==> src/rtl/pci_ini_pkg.sv <==
package pci_ini_pkg;

    parameter int unsigned DEF_BACKOFF = 2;

    typedef struct packed {
        logic retry;
        logic disc;
        logic tabort;
    } term_t;

    typedef struct packed {
        logic pw;
        logic dr;
        logic queued;
    } work_t;

    typedef enum logic [1:0] {
        PH_IDLE  = 2'd0,
        PH_PARK  = 2'd1,
        PH_START = 2'd2,
        PH_BUSY  = 2'd3
    } phase_e;

    function automatic logic term_any(input term_t t);
        return t.retry | t.disc | t.tabort;
    endfunction

    function automatic logic work_ready(input work_t w);
        return (w.pw | w.dr) & w.queued;
    endfunction

endpackage

==> src/rtl/pci_ini_backoff.sv <==
module pci_ini_backoff
    import pci_ini_pkg::*;
#(
    parameter int unsigned BACKOFF = DEF_BACKOFF
) (
    input  logic  clk,
    input  logic  rst,
    input  term_t term,
    output logic  clear_next
);
    localparam int unsigned CW = $clog2(BACKOFF + 1);
    localparam logic [CW-1:0] LOAD = CW'(BACKOFF);

    logic [CW-1:0] cnt_q;
    logic [CW-1:0] cnt_d;
    logic          hit;

    assign hit = term_any(term);

    always_comb begin
        if (hit)
            cnt_d = LOAD;
        else if (cnt_q != '0)
            cnt_d = cnt_q - 1'b1;
        else
            cnt_d = '0;
    end

    assign clear_next = (cnt_d == '0);

    always_ff @(posedge clk) begin
        if (rst)
            cnt_q <= '0;
        else
            cnt_q <= cnt_d;
    end

    // a termination loads the full backoff count
    assert_backoff_load_R4: assert property (@(posedge clk) disable iff (rst)
        hit |=> (cnt_q == LOAD));

    // counter only moves down when no termination arrives
    assert_backoff_down_R4: assert property (@(posedge clk) disable iff (rst)
        (!hit && cnt_q != '0) |=> (cnt_q == $past(cnt_q) - 1'b1));

endmodule

==> src/rtl/pci_ini_reqgen.sv <==
module pci_ini_reqgen
    import pci_ini_pkg::*;
(
    input  logic  clk,
    input  logic  rst,
    input  work_t work,
    input  logic  clear_next,
    output logic  ready,
    output logic  req_n
);
    logic req_q;

    assign ready = work_ready(work);

    always_ff @(posedge clk) begin
        if (rst)
            req_q <= 1'b0;
        else
            req_q <= ready & clear_next;
    end

    assign req_n = ~req_q;

    // an entry not yet fully queued never raises the request
    assert_no_req_unqueued_R3: assert property (@(posedge clk) disable iff (rst)
        !work.queued |=> req_n);

    // backoff in progress keeps the request withdrawn
    assert_req_backoff_R4: assert property (@(posedge clk) disable iff (rst)
        !clear_next |=> req_n);

    // no pending source, no request
    assert_req_needs_work_R2: assert property (@(posedge clk) disable iff (rst)
        (!work.pw && !work.dr) |=> req_n);

endmodule

==> src/rtl/pci_ini_startctl.sv <==
module pci_ini_startctl
    import pci_ini_pkg::*;
(
    input  logic  clk,
    input  logic  rst,
    input  logic  ready,
    input  logic  clear_next,
    input  logic  req_n,
    input  logic  gnt_n,
    input  term_t term,
    input  logic  init_done,
    output logic  start,
    output logic  park_en
);
    phase_e ph_q;
    phase_e ph_d;
    logic   go_req;
    logic   go_park;
    logic   go;
    logic   ended;

    assign ended   = init_done | term_any(term);
    assign go_req  = (ph_q == PH_IDLE) & ~req_n & ~gnt_n;
    assign go_park = (ph_q == PH_PARK);
    assign go      = (go_req | go_park) & ready & clear_next;

    always_comb begin
        ph_d = ph_q;
        if (go) begin
            ph_d = PH_START;
        end else begin
            unique case (ph_q)
                PH_START: ph_d = PH_BUSY;
                PH_BUSY:  ph_d = ended ? PH_IDLE : PH_BUSY;
                default:  ph_d = (~gnt_n & req_n) ? PH_PARK : PH_IDLE;
            endcase
        end
    end

    always_ff @(posedge clk) begin
        if (rst)
            ph_q <= PH_IDLE;
        else
            ph_q <= ph_d;
    end

    assign start   = (ph_q == PH_START);
    assign park_en = (ph_q == PH_PARK) & ~gnt_n;

    // start is a single-cycle strobe
    assert_start_pulse_R6: assert property (@(posedge clk) disable iff (rst)
        start |=> !start);

    // no restart while the initiator is still busy
    assert_hold_busy_R6: assert property (@(posedge clk) disable iff (rst)
        (ph_q == PH_BUSY && !ended) |=> !start);

    // drivers belong to the initiator on a start
    assert_no_park_start_R9: assert property (@(posedge clk) disable iff (rst)
        start |-> !park_en);

    // parking requires the grant in the same cycle
    assert_park_gnt_R7: assert property (@(posedge clk) disable iff (rst)
        park_en |-> !gnt_n);

    // start follows a qualified grant
    assert_start_cause_R5: assert property (@(posedge clk) disable iff (rst)
        $rose(start) |-> ($past(ready) && $past(clear_next)));

endmodule

==> src/rtl/pci_ini_reqgnt.sv <==
module pci_ini_reqgnt
    import pci_ini_pkg::*;
#(
    parameter int unsigned BACKOFF = DEF_BACKOFF
) (
    input  logic clk,
    input  logic rst,
    input  logic pw_pending,
    input  logic dr_pending,
    input  logic head_queued,
    input  logic term_retry,
    input  logic term_disc,
    input  logic term_tabort,
    input  logic init_done,
    input  logic gnt_n,
    output logic req_n,
    output logic start,
    output logic park_en
);
    term_t term;
    work_t work;
    logic  clear_next;
    logic  ready;

    assign term = '{retry: term_retry, disc: term_disc, tabort: term_tabort};
    assign work = '{pw: pw_pending, dr: dr_pending, queued: head_queued};

    pci_ini_backoff #(.BACKOFF(BACKOFF)) u_backoff (
        .clk        (clk),
        .rst        (rst),
        .term       (term),
        .clear_next (clear_next)
    );

    pci_ini_reqgen u_reqgen (
        .clk        (clk),
        .rst        (rst),
        .work       (work),
        .clear_next (clear_next),
        .ready      (ready),
        .req_n      (req_n)
    );

    pci_ini_startctl u_startctl (
        .clk        (clk),
        .rst        (rst),
        .ready      (ready),
        .clear_next (clear_next),
        .req_n      (req_n),
        .gnt_n      (gnt_n),
        .term       (term),
        .init_done  (init_done),
        .start      (start),
        .park_en    (park_en)
    );

    // reset leaves the bus untouched
    assert_reset_quiet_R1: assert property (@(posedge clk)
        rst |=> (req_n && !start && !park_en));

endmodule

==> config.mk <==
export PLATFORM = sky130hd
export DESIGN_NAME = pci_ini_reqgnt
export DESIGN_NICKNAME = d
export VERILOG_FILES = /design/src/rtl/pci_ini_pkg.sv /design/src/rtl/pci_ini_backoff.sv /design/src/rtl/pci_ini_reqgen.sv /design/src/rtl/pci_ini_startctl.sv /design/src/rtl/pci_ini_reqgnt.sv
export SDC_FILE = /design/constraint.sdc
export NUM_CORES = 1
export LEC_CHECK = 0
export BUFFER_PORTS_ARGS = -buffer_cell sky130_fd_sc_hd__buf_2
export CORE_AREA = 2 2 39 41
export DETAILED_ROUTE_END_ITERATION = 8
export DIE_AREA = 0 0 41 43
export PLACE_DENSITY = 0.4
export SLEW_MARGIN = 20
export SYNTH_ARGS = -nofsm -noshare
export SYNTH_HDL_FRONTEND = slang
export SYNTH_SLANG_ARGS = --single-unit
==> constraint.sdc <==
create_clock -name clk -period 1.8 [get_ports clk]
set_input_delay 0.27 -clock clk [delete_from_list [all_inputs] [get_ports clk]]
set_output_delay 0.27 -clock clk [all_outputs]
set_load 0.05 [all_outputs]
==> qor.csv <==
metric,value,unit
status,"complete, no violations",
ys.flop_type,dfxtp_1,
synth_area_leaders,"dfxtp_1 48%, a21oi_1 7.2%, nor4_1 6.0%",
nNetsFinal,51,
die_x,41,um
ys_warn_count,0,
setup_violations,0,
rsz0062_at_grt,no,
hold_viol_final,0,
clk_latency,0.24,ns
cts.sinks,5,
ant_nets,0,
min_period,1.34,ns
antenna_cells,0,
report.final.slew_viol_count,0,
tns,0,ns
die_h,43,um
syn_to_final_growth,49.1,%
finalCritPeriodShare,74.6,%
hp-class,in -> reg,
crit_arrival,1.07,ns
cp-start-kind,register,
portBuffers,12,
cellPowerDensity,875,mW/mm^2
ys_seq_area_share,47.9,%
synth.most_common_cell,dfxtp_1,
utilization,22.5,%
cts-resized-gates,0,
design_area,312,um^2
initial_utilization,15.1,%
r2r_slack,0.60,ns
antenna_found_initial,0,
synthArstFlopShare,0,%
fillers,153,
synth_edf_count,0,
htreeDepth,1,
cts.clk_slew.worst_paths,0.04,ns
synth_common_cells,"5 x dfxtp_1, 3 x a21oi_1, 3 x inv_1",
grt_use_total,6.34,%
grt_max_degree,7,
cp.required,1.53,ns
cts_tree,built,
leakagePower,0.136,nW
fin_hold_ws,0.260,ns
rows,14,
slew_headroom,80.7,%
grt_pass1_wl,703,um
viasPerCell,3.98,
cts_root_buf,clkbuf_4,
core,0.00138,mm^2
drt_iter0_drc,2,
fmax,745,MHz
peakVddDrop,0.554,mV
synth_cell_types,15,
cts_hold_buf,0,
end_kind,output port,
wl_per_cell,8.20,um
drive_gt1_share,37.5,%
cts_made_buffers,3,
worst_pin_slew,0.288,ns
placed_area,285,um^2
crit_fanout,4,
dr.pass1.iters,2,
dieArea,0.00176,mm^2
ys_seq_elements,5,
num_vias,223,
yosysTopAreaCell,dfxtp_1,
synth_area_per_cell,8.36,um^2
grt_overflow,0,
fin_skew,0.000792,ns
grt_pass1_vias,160,
syn-instance-count,25,
clockBufferDepth,2,
wl,459,um
synth_top_area_share,47.9,%
gp_congestion,0.627,
postCtsSetupRepairBufs,0,
worst-setup-path-type,reg -> out,
ios,13,
cap_violations,0,
drc_errors,0,
netlist_area,209,um^2
synth_nets,35,
## state kept, by name, indices dropped and copies added, names as in the netlist
register	cells
u_backoff.cnt_q	2
u_reqgen.req_q	1
u_startctl.ph_q	2
## placed cells by master (no fill, tap or decap)
| master | n |
|---|---|
| o21ai_0 | 1 |
| clkbuf_1 | 1 |
| a21oi_1 | 3 |
| or4_1 | 1 |
| buf_2 | 12 |
| nor3_1 | 1 |
| nor4_1 | 2 |
| nor2_1 | 1 |
| nor2b_1 | 1 |
| nor3b_1 | 1 |
| inv_1 | 3 |
| o211ai_1 | 1 |
| dfxtp_1 | 5 |
| nand2_1 | 1 |
| a211oi_1 | 1 |
| or3_1 | 2 |
| clkbuf_4 | 3 |
## stage by stage
stage	setup WS, ns	total power [W]	cells
after floorplan	0.0315	0.000132	25
after global placement	0.253	0.000147	52
after detailed placement	0.213	0.000146	52
after CTS	0.454	0.000281	56
after global routing	0.390	0.000295	56
final	0.458	0.000273	56
## worst max-delay path: stages (launching register included)
cell     delay (ns)
dfxtp_1        0.35
nor3b_1        0.19
buf_2          0.29
## power breakdown
group | switching [W] | internal [W] | total [W]
registers | 0.00000217 | 0.000115 | 0.000117
clock network | 0.0000447 | 0.0000837 | 0.000128
logic | 0.0000149 | 0.0000123 | 0.0000272
## per-layer routing
metal / wire [um] / vias to the layer above / global-route usage (%)
met4: 0 / 0 / 2.00
met5: 0 / - / 0
met2: 149 / 15 / 5.94
li1: - / 119 / -
met3: 71 / 0 / 6.28
met1: 238 / 89 / 9.42
## final timing paths
check / from / end / depth (start not counted)
max reg2reg: u_backoff.cnt_q[1] / u_startctl.ph_q[1] / 4
min: rst / u_backoff.cnt_q[1] / 2
max: u_startctl.ph_q[0] / park_en / 2
min reg2reg: u_backoff.cnt_q[0] / u_backoff.cnt_q[0] / 1
## logic make-up (layout without fill, tap and decap cells)
logic type | count (synthesis) | count (layout) | synth area share (%)
AOI/OAI and AO/OA | 6 | 6 | 16.8
buffers and inverters | 4 | 19 | 7.18
DFF | 5 | 5 | 47.9
and+or+nand+nor | 10 | 10 | 28.1
## layout make-up
class / instances / area [um^2] / share of cell area [%]
multi-input combinational: 16 / 93.8 / 30.1
sequential: 5 / 100 / 32.1
clock buffer: 4 / 26.3 / 8.43
timing repair buffer: 12 / 60.1 / 19.3
inverter: 3 / 11.3 / 3.61
tap: 16 / 20.0 / 6.43
(Power assumes the default switching activity.)
